$ cat src/rtl/shape_cell_pkg.sv
package shape_cell_pkg;

    localparam int TAG_W    = 3;
    localparam int CHAN_W   = 8;
    localparam int NUM_CHAN = 3;
    localparam int NUM_COEF = 5;

    typedef enum logic [TAG_W-1:0] {
        TAG_SHAPE_FIRST = 3'd0,
        TAG_SHAPE_OR    = 3'd1,
        TAG_SHAPE_AND   = 3'd2,
        TAG_COLOR_R     = 3'd3,
        TAG_COLOR_G     = 3'd4,
        TAG_COLOR_B     = 3'd5,
        TAG_PAINT       = 3'd6,
        TAG_NOP         = 3'd7
    } tag_e;

    typedef enum logic [1:0] {
        PH_IDLE  = 2'd0,
        PH_SHAPE = 2'd1,
        PH_COLOR = 2'd2
    } phase_e;

endpackage

$ cat src/rtl/conic_eval.sv
module conic_eval #(
    parameter int COEF_W  = 12,
    parameter int COORD_W = 4,
    parameter int X_POS   = 3,
    parameter int Y_POS   = 5,
    parameter int RES_W   = COEF_W + 2*COORD_W + 3
) (
    input  logic [shape_cell_pkg::NUM_COEF*COEF_W-1:0] coef,
    output logic signed [RES_W-1:0]                    value,
    output logic                                       in_region
);
    import shape_cell_pkg::*;

    localparam logic signed [RES_W-1:0] XR = RES_W'(X_POS);
    localparam logic signed [RES_W-1:0] YR = RES_W'(Y_POS);
    localparam logic signed [RES_W-1:0] XX = RES_W'(X_POS * X_POS);
    localparam logic signed [RES_W-1:0] YY = RES_W'(Y_POS * Y_POS);

    logic signed [RES_W-1:0] ext [NUM_COEF];

    // Sign-extend each field; field 0 (a) sits in the top bits.
    for (genvar k = 0; k < NUM_COEF; k++) begin : g_ext
        logic [COEF_W-1:0] raw;
        assign raw    = coef[(NUM_COEF-1-k)*COEF_W +: COEF_W];
        assign ext[k] = {{(RES_W-COEF_W){raw[COEF_W-1]}}, raw};
    end

    always_comb begin
        value     = ext[0]*XX + ext[1]*YY + ext[2]*XR + ext[3]*YR + ext[4];
        in_region = value[RES_W-1];
    end

endmodule

$ cat src/rtl/chan_clamp.sv
module chan_clamp #(
    parameter int RES_W  = 23,
    parameter int CHAN_W = 8
) (
    input  logic signed [RES_W-1:0] value,
    output logic [CHAN_W-1:0]       chan
);
    localparam logic signed [RES_W-1:0] TOP = RES_W'((1 << CHAN_W) - 1);

    always_comb begin
        if (value[RES_W-1])
            chan = '0;
        else if (value > TOP)
            chan = '1;
        else
            chan = value[CHAN_W-1:0];
    end

endmodule

$ cat src/rtl/cell_ctrl.sv
module cell_ctrl (
    input  logic                                clk,
    input  logic                                rst_n,
    input  logic                                clr,
    input  logic                                in_valid,
    input  logic [shape_cell_pkg::TAG_W-1:0]    in_tag,
    input  logic                                in_region,
    output logic                                mask,
    output shape_cell_pkg::phase_e              phase,
    output logic [shape_cell_pkg::NUM_CHAN-1:0] col_we,
    output logic                                pix_we
);
    import shape_cell_pkg::*;

    phase_e phase_nxt;
    logic   mask_nxt;
    tag_e   tag;

    assign tag = tag_e'(in_tag);

    // State register
    always_ff @(posedge clk or negedge rst_n) begin
        if (!rst_n) begin
            phase <= PH_IDLE;
            mask  <= 1'b0;
        end else begin
            phase <= phase_nxt;
            mask  <= mask_nxt;
        end
    end

    // Next state and write enables
    always_comb begin
        phase_nxt = phase;
        mask_nxt  = mask;
        col_we    = '0;
        pix_we    = 1'b0;
        if (clr) begin
            phase_nxt = PH_IDLE;
            mask_nxt  = 1'b0;
        end else if (in_valid) begin
            unique case (tag)
                TAG_SHAPE_FIRST: begin
                    phase_nxt = PH_SHAPE;
                    mask_nxt  = in_region;
                end
                TAG_SHAPE_OR: begin
                    phase_nxt = PH_SHAPE;
                    mask_nxt  = mask | in_region;
                end
                TAG_SHAPE_AND: begin
                    phase_nxt = PH_SHAPE;
                    mask_nxt  = mask & in_region;
                end
                TAG_COLOR_R: begin
                    phase_nxt = PH_COLOR;
                    col_we[0] = 1'b1;
                end
                TAG_COLOR_G: begin
                    phase_nxt = PH_COLOR;
                    col_we[1] = 1'b1;
                end
                TAG_COLOR_B: begin
                    phase_nxt = PH_COLOR;
                    col_we[2] = 1'b1;
                end
                TAG_PAINT: begin
                    phase_nxt = PH_IDLE;
                    mask_nxt  = 1'b0;
                    pix_we    = mask;
                end
                TAG_NOP: ;
                default: ;
            endcase
        end
    end

    assert_paint_clears_mask_R7: assert property (@(posedge clk) disable iff (!rst_n)
        (in_valid && in_tag == TAG_PAINT) |=> !mask);

    assert_clear_state_R9: assert property (@(posedge clk) disable iff (!rst_n)
        clr |=> (!mask && phase == PH_IDLE));

    assert_nop_holds_R8: assert property (@(posedge clk) disable iff (!rst_n)
        (in_valid && in_tag == TAG_NOP && !clr) |=> ($stable(mask) && $stable(phase)));

    assert_and_narrows_R5: assert property (@(posedge clk) disable iff (!rst_n)
        (in_valid && in_tag == TAG_SHAPE_AND && !clr && !mask) |=> !mask);

    assert_idle_input_R11: assert property (@(posedge clk) disable iff (!rst_n)
        (!in_valid && !clr) |=> ($stable(mask) && $stable(phase)));

endmodule

$ cat src/rtl/shape_paint_cell.sv
module shape_paint_cell #(
    parameter int COEF_W  = 12,
    parameter int COORD_W = 4,
    parameter int X_POS   = 3,
    parameter int Y_POS   = 5
) (
    input  logic                 clk,
    input  logic                 rst_n,
    input  logic                 clr,
    input  logic                 in_valid,
    input  logic [2:0]           in_tag,
    input  logic [5*COEF_W-1:0]  in_coef,
    output logic                 out_valid,
    output logic [2:0]           out_tag,
    output logic [5*COEF_W-1:0]  out_coef,
    output logic                 mask,
    output logic [1:0]           phase,
    output logic [7:0]           pix_r,
    output logic [7:0]           pix_g,
    output logic [7:0]           pix_b
);
    import shape_cell_pkg::*;

    localparam int RES_W = COEF_W + 2*COORD_W + 3;

    logic signed [RES_W-1:0] poly;
    logic                    in_region;
    logic [CHAN_W-1:0]       clamped;
    logic [NUM_CHAN-1:0]     col_we;
    logic                    pix_we;
    phase_e                  phase_q;
    logic [CHAN_W-1:0]       pix [NUM_CHAN];

    conic_eval #(
        .COEF_W(COEF_W), .COORD_W(COORD_W),
        .X_POS(X_POS), .Y_POS(Y_POS), .RES_W(RES_W)
    ) u_eval (
        .coef(in_coef), .value(poly), .in_region(in_region)
    );

    chan_clamp #(.RES_W(RES_W), .CHAN_W(CHAN_W)) u_clamp (
        .value(poly), .chan(clamped)
    );

    cell_ctrl u_ctrl (
        .clk(clk), .rst_n(rst_n), .clr(clr),
        .in_valid(in_valid), .in_tag(in_tag), .in_region(in_region),
        .mask(mask), .phase(phase_q), .col_we(col_we), .pix_we(pix_we)
    );

    assign phase = phase_q;

    // Per-channel colour stage and stored pixel
    for (genvar ch = 0; ch < NUM_CHAN; ch++) begin : g_chan
        logic [CHAN_W-1:0] stage_q;
        always_ff @(posedge clk or negedge rst_n) begin
            if (!rst_n) begin
                stage_q <= '0;
                pix[ch] <= '0;
            end else begin
                if (col_we[ch])
                    stage_q <= clamped;
                if (clr)
                    pix[ch] <= '0;
                else if (pix_we)
                    pix[ch] <= stage_q;
            end
        end
    end

    assign pix_r = pix[0];
    assign pix_g = pix[1];
    assign pix_b = pix[2];

    // Forwarding stage to the neighbour
    always_ff @(posedge clk or negedge rst_n) begin
        if (!rst_n) begin
            out_valid <= 1'b0;
            out_tag   <= '0;
            out_coef  <= '0;
        end else begin
            out_valid <= in_valid;
            if (in_valid) begin
                out_tag  <= in_tag;
                out_coef <= in_coef;
            end
        end
    end

    assert_fwd_latency_R1: assert property (@(posedge clk) disable iff (!rst_n)
        in_valid |=> (out_valid && out_tag == $past(in_tag) && out_coef == $past(in_coef)));

    assert_pix_hold_R7: assert property (@(posedge clk) disable iff (!rst_n)
        (!(in_valid && in_tag == TAG_PAINT) && !clr) |=> ($stable(pix_r) && $stable(pix_g) && $stable(pix_b)));

    assert_clear_pix_R9: assert property (@(posedge clk) disable iff (!rst_n)
        clr |=> (pix_r == 8'd0 && pix_g == 8'd0 && pix_b == 8'd0));

endmodule

$ cat config.mk
export PLATFORM = sky130hd
export DESIGN_NAME = shape_paint_cell
export DESIGN_NICKNAME = d
export VERILOG_FILES = /design/src/rtl/shape_cell_pkg.sv /design/src/rtl/conic_eval.sv /design/src/rtl/chan_clamp.sv /design/src/rtl/cell_ctrl.sv /design/src/rtl/shape_paint_cell.sv
export SDC_FILE = /design/constraint.sdc
export NUM_CORES = 1
export LEC_CHECK = 0
export BUFFER_PORTS_ARGS = -buffer_cell sky130_fd_sc_hd__buf_4
export CORE_MARGIN = 2
export CORE_UTILIZATION = 49
export DETAILED_ROUTE_END_ITERATION = 6
export HOLD_SLACK_MARGIN = 0.12
export PLACE_DENSITY = 0.73
export SLEW_MARGIN = 10
export SYNTH_ARGS = -nofsm -noshare
export SYNTH_HDL_FRONTEND = slang
export SYNTH_HIERARCHICAL = 1
export SYNTH_SLANG_ARGS = --single-unit
$ cat constraint.sdc
create_clock -name clk -period 3.1 [get_ports clk]
set_input_delay 0.155 -clock clk [delete_from_list [all_inputs] [get_ports clk]]
set_output_delay 0.155 -clock clk [all_outputs]
set_load 0.05 [all_outputs]
==> results.cfg, run 1 <==
[global_routing]
grt_overflow = 0
grt_max_degree = 70
grt_pass1_vias = 8021
grt_first_pass_wirelength_mm = 41.1
track_usage = 0.241
antenna_found_initial = 0

[synthesis]
syn_inst = 830
ys_types = 49
postSynthAreaPerCell_um2 = 12.0
syn_area_um2 = 9990
syn_nets = 1122
yosysSeqAreaShare = 0.288
ys_async_sr_fraction = 1.00
ys_ff_latch = 115
synth-edff-count = 0
yosysWarnings = 6
synth_top_flop_cell = dfrtp_1

[final_layout]
diodes = 0
nets = 1453
multiInputGateArea_um2 = 6740
fill_cells = 1410
layout_common_cells = buf_4 (264), inv_1 (169), dfrtp_1 (115)
drive_above_1_share = 0.400
final_common_cell = buf_4
syn2layout_area_growth_pct = 39.9
regArea_um2 = 2880

[outcome]
violations = setup timing
status = complete, but fails checks

[min_path]
worstHoldStart = in_coef[59]
hold_path.class = in2reg

[placement]
place_ws_ns = -2.61
gp_congestion = 0.822
place_hpwl_mm = 17.6
port_buffers = 157

[critical_path]
crit_family = adder cells
setup.worst_path.start = in_coef[37]
cp.arrival_ns = 5.44
worst_setup_path_end_kind = flip-flop
r2r_start = u_ctrl/mask
crit_buf_inv = 6
reg2reg_setup_slack_ns = 1.65
crit_path_max_incr_delay_ns = 0.53
startpoint_type = input port
crit_chain = buf_8 -> ha_4 -> inv_2 -> fa_1 -> inv_2 -> fa_2 -> fa_2 -> fa_1 -> inv_1 -> fa_1 -> inv_2 -> ha_4 -> o211ai_1 -> o211a_1 -> o21a_1 -> o41a_1 -> xnor2_2 -> nor4_4 -> buf_12 -> a41oi_2 -> mux2_2
path_class = in2reg
crit_fanout = 8
slowest_stage = fa_2
crit_required_ns = 3.40

[die]
io_pins = 158
die_w_um = 147
fp-row-count = 52
die_area_um2 = 21600
die-height_um = 147
core_area_um2 = 20100
start_util = 0.497

[routing]
drt-wirelength-per-cell_um = 16.8
totalWireLength_mm = 24.2
drt_iter0_drc = 226
ant_nets = 0
via_count = 7169
via_per_inst = 4.96
first_pass_iters = 4
drc_errors = 0

[clock_tree]
cts_sinks = 115
cts_buffers = 17
cts_max_path_buffers = 2
path_clk_slew_ns = 0.07
cts_tree = done
htreeDepth = 4
clock-root-buffer = clkbuf_16
clk_latency_ns = 0.43

[run]
maxCapViolCount = 0

[timing]
min_period_over_period = 1.66
tightest_slew_ns = 0.749
hold_slack_ns = 0.143
maxSlewViolCount = 0
hold_viol_final = 0
fmax_mhz = 195
slew_headroom = 0.501
setup_viol = 25
setup_ws_ns = -2.04
rsz0062_at_grt = yes
clock_skew_ns = 0.0133
fin_crit_ns = 5.14
-- final timing paths --
path | endpoint | depth (start not counted)
max | g_chan[1].stage_q[2] | 21
min | out_coef[59] | 3
max reg2reg | pix_g[1] | 5
min reg2reg | out_coef[1] | 1
max in group asynchronous | g_chan[1].stage_q[3] | 3
min in group asynchronous | out_coef[31] | 2
-- repair_timing --
item | CTS | global route
hold buffers | 58 | 0
gates resized for setup | 37 | 13
cloned | 1 | 0
buffers inserted | 8 | 4
endpoints found under the hold margin | 134 | 0
setup endpoints to repair | 25 | 25
pin swaps | 33 | 8
-- registers in the layout, indices dropped and copies added (netlist names) --
name / cells
pix_r: 8
pix_b: 8
out_valid: 1
out_coef: 60
out_tag: 3
g_chan.stage_q: 24
u_ctrl/phase: 2
u_ctrl/mask: 1
pix_g: 8
-- layer usage --
layer,up-vias,wire length [µm],global-route usage
met5,-,0,0
met4,0,393,0.0636
met3,27,859,0.0391
met2,162,12300,0.413
met1,3621,10600,0.319
li1,3359,-,-
-- synth_stat cells, types with 10 or more instances --
cell	instances	area [µm²]
inv_1	181	679
dfrtp_1	115	2880
ha_1	113	1410
fa_1	112	2240
mux2_4	60	901
nor2_1	37	139
mux2_2	27	304
mux2i_1	24	240
a21oi_1	21	105
nor3_1	15	75.1
nand2_1	13	48.8
xnor2_1	10	87.6
-- per-stage QoR --
| stage | utilization | instance area, µm² | instances | TNS, ns |
|---|---|---|---|---|
| 3_3_place_gp | 0.621 | 12500 | 1341 | -62.62 |
| 2_1_floorplan | - | 10300 | 830 | -56.58 |
| 6_report | 0.696 | 14000 | 1444 | -50.21 |
| 4_1_cts | 0.691 | 13900 | 1440 | -49.50 |
| 5_1_grt | 0.696 | 14000 | 1444 | -54.26 |
| 3_5_place_dp | 0.621 | 12500 | 1341 | -63.72 |
-- area by class of cell --
cell class,instances,share of cell area
sequential,115,0.206
timing repair buffer,332,0.196
clock buffer,17,0.0304
clock inverter,15,0.0130
multi-input combinational,514,0.482
inverter,181,0.0491
tap,270,0.0242
-- worst register-to-register path, cell delays in order (launching register included) --
cell and delay, ns:
dfrtp_1 0.41, nand3_1 0.11, nor3_2 0.10, buf_4 0.39, mux2i_1 0.27, nor2_1 0.05
-- cells by family (layout without fill, tap and decap cells) --
logic type | count (synthesis) | in the layout | synth area share
adders and majority gates | 225 | 225 | 0.366
buffers and inverters | 201 | 545 | 0.0893
DFF | 115 | 115 | 0.288
muxes | 111 | 111 | 0.145
and+or+nand+nor | 89 | 89 | 0.0461
AOI/OAI and AO/OA | 71 | 71 | 0.0506
xor gates and xnor gates | 18 | 18 | 0.0158
Power of run 1 is not shown: default switching activity piles up to over one toggle a cycle in this logic, so the estimate is an artifact.
==> run 2, diff against run 1 <==
- BUFFER_PORTS_ARGS: -buffer_cell sky130_fd_sc_hd__buf_4 -> -buffer_cell sky130_fd_sc_hd__clkbuf_2
==> run 2 against run 1 <==
Effect of this change:
- critical path type unchanged
- fmax is 1.8% lower
- non-clock buffer count down 16
- highest routed layer unchanged
- the flow still finishes with violations (setup timing)
- setup slack got worse by 0.097 ns
- die area stayed put
- global-route usage shrank 0.44 points
- critical path depth did not move
- cell count is 1.1% lower
- clock skew shrank 0.0037 ns
- flip-flop and latch count did not move
- via count shrank 1.2%
==> results.cfg, run 2 (same netlist as run 1, synthesis figures left out) <==
[clock_tree]
clock-root-buffer = clkbuf_16
cts_buffers = 17
cts_sinks = 115
clk_latency_ns = 0.44
cts_max_path_buffers = 2
path_clk_slew_ns = 0.06
cts_tree = done
htreeDepth = 4

[critical_path]
startpoint_type = input port
crit_path_max_incr_delay_ns = 0.55
path_class = in2reg
crit_fanout = 8
crit_required_ns = 3.41
worst_setup_path_end_kind = flip-flop
cp.arrival_ns = 5.55
slowest_stage = fa_2
crit_chain = clkbuf_16 -> ha_4 -> inv_2 -> fa_1 -> inv_2 -> fa_2 -> fa_2 -> fa_1 -> inv_1 -> fa_1 -> inv_2 -> ha_4 -> o211ai_1 -> o211a_1 -> o21a_1 -> o41a_1 -> xnor2_2 -> nor4_4 -> buf_12 -> a41oi_2 -> mux2_4

[routing]
first_pass_iters = 4
drt_iter0_drc = 236
drt-wirelength-per-cell_um = 16.7
totalWireLength_mm = 23.8
via_count = 7083
ant_nets = 0
via_per_inst = 4.96
drc_errors = 0

[final_layout]
reg_top3 = out_coef: 60 flops, g_chan.stage_q: 24 flops
layout_common_cells = inv_1 (174), clkbuf_2 (150), dfrtp_1 (115)
drive_above_1_share = 0.386
layout.cells.non_filler = 1428
final_common_cell = inv_1
regArea_um2 = 2880
regMostFlops = out_coef
nets = 1437
fill_cells = 1454
multiInputGateArea_um2 = 6670
syn2layout_area_growth_pct = 34.3
largest_register_ffs = 60
diodes = 0
finish.utilization = 0.668

[placement]
placedCellCount = 1343
gp_congestion = 0.817
place_ws_ns = -2.60
port_buffers = 157
place_hpwl_mm = 17.9

[timing]
setup_viol = 25
fmax_mhz = 191
maxSlewViolCount = 0
setup_ws_ns = -2.14
hold_slack_ns = 0.143
rsz0062_at_grt = yes
tightest_slew_ns = 0.601
min_period_over_period = 1.69
clock_skew_ns = 0.00958
fin_crit_ns = 5.24
slew_headroom = 0.599
hold_viol_final = 0

[global_routing]
antenna_found_initial = 0
grt_max_degree = 75
grt.met1_usage = 0.306
grt_busiest_layer = met2
grt_pass1_vias = 7893
track_usage = 0.236
use_met3 = 0.0416
grt_first_pass_wirelength_mm = 40.0
grt_overflow = 0
globalRouteMet2Util = 0.405

[run]
maxCapViolCount = 0

[die]
die-height_um = 147
fp-row-count = 52
io_pins = 158
core_area_um2 = 20100
start_util = 0.497
die_area_um2 = 21600
die_w_um = 147

[outcome]
status = complete, but fails checks
violations = setup timing

[min_path]
hold_path.class = in2reg
## run 2: routing by layer
| layer | up-vias | wire, µm |
|---|---|---|
| li1 | 3323 | - |
| met1 | 3556 | 10400 |
| met2 | 168 | 12000 |
| met3 | 36 | 888 |
| met4 | 0 | 474 |
| met5 | - | 0 |
## run 2: path summary, 6_finish.rpt
kind | start | endpoint | slack (ns) | cells after the start
hold / removal | in_coef[37] | out_coef[37] | 0.14 | 3
hold reg to reg | out_coef[0] | out_coef[0] | 0.51 | 1
min in group asynchronous | rst_n | out_coef[40] | 0.26 | 2
max in group asynchronous | rst_n | g_chan[2].stage_q[5] | 2.01 | 3
setup / recovery | in_coef[38] | g_chan[0].stage_q[1] | -2.14 | 21
setup reg to reg | u_ctrl/mask | pix_r[0] | 1.56 | 5
## run 2: layout make-up
cell class	count	area share
clock buffer	17	0.0317
clock inverter	15	0.0136
inverter	181	0.0512
multi-input combinational	514	0.496
sequential	115	0.214
tap	270	0.0252
timing repair buffer	316	0.168
## run 2: stage by stage
step	instance area, µm²	TNS [ns]
2_1_floorplan	10300	-56.58
3_3_place_gp	12100	-62.05
3_5_place_dp	12100	-64.36
4_1_cts	13300	-51.65
5_1_grt	13400	-57.95
6_report	13400	-52.43
## run 2: worst max-delay path: cells and delay by family
kind | cells | cell delay [ns]
xor gates and xnor gates | 1 | 0.17
AOI/OAI and AO/OA | 5 | 1.05
adders and majority gates | 7 | 3.02
and+or+nand+nor | 1 | 0.34
buffers and inverters | 6 | 0.50
muxes | 1 | 0.29
## run 2: what timing repair did
action | in CTS | in global routing
pin swaps | 13 | 12
hold endpoints to repair | 91 | 0
gates resized for setup | 23 | 11
setup buffers | 2 | 0
endpoints found under the setup margin | 25 | 25
gates cloned | 1 | 1
hold buffers | 49 | 0
Power of run 2 is left out for the same reason.
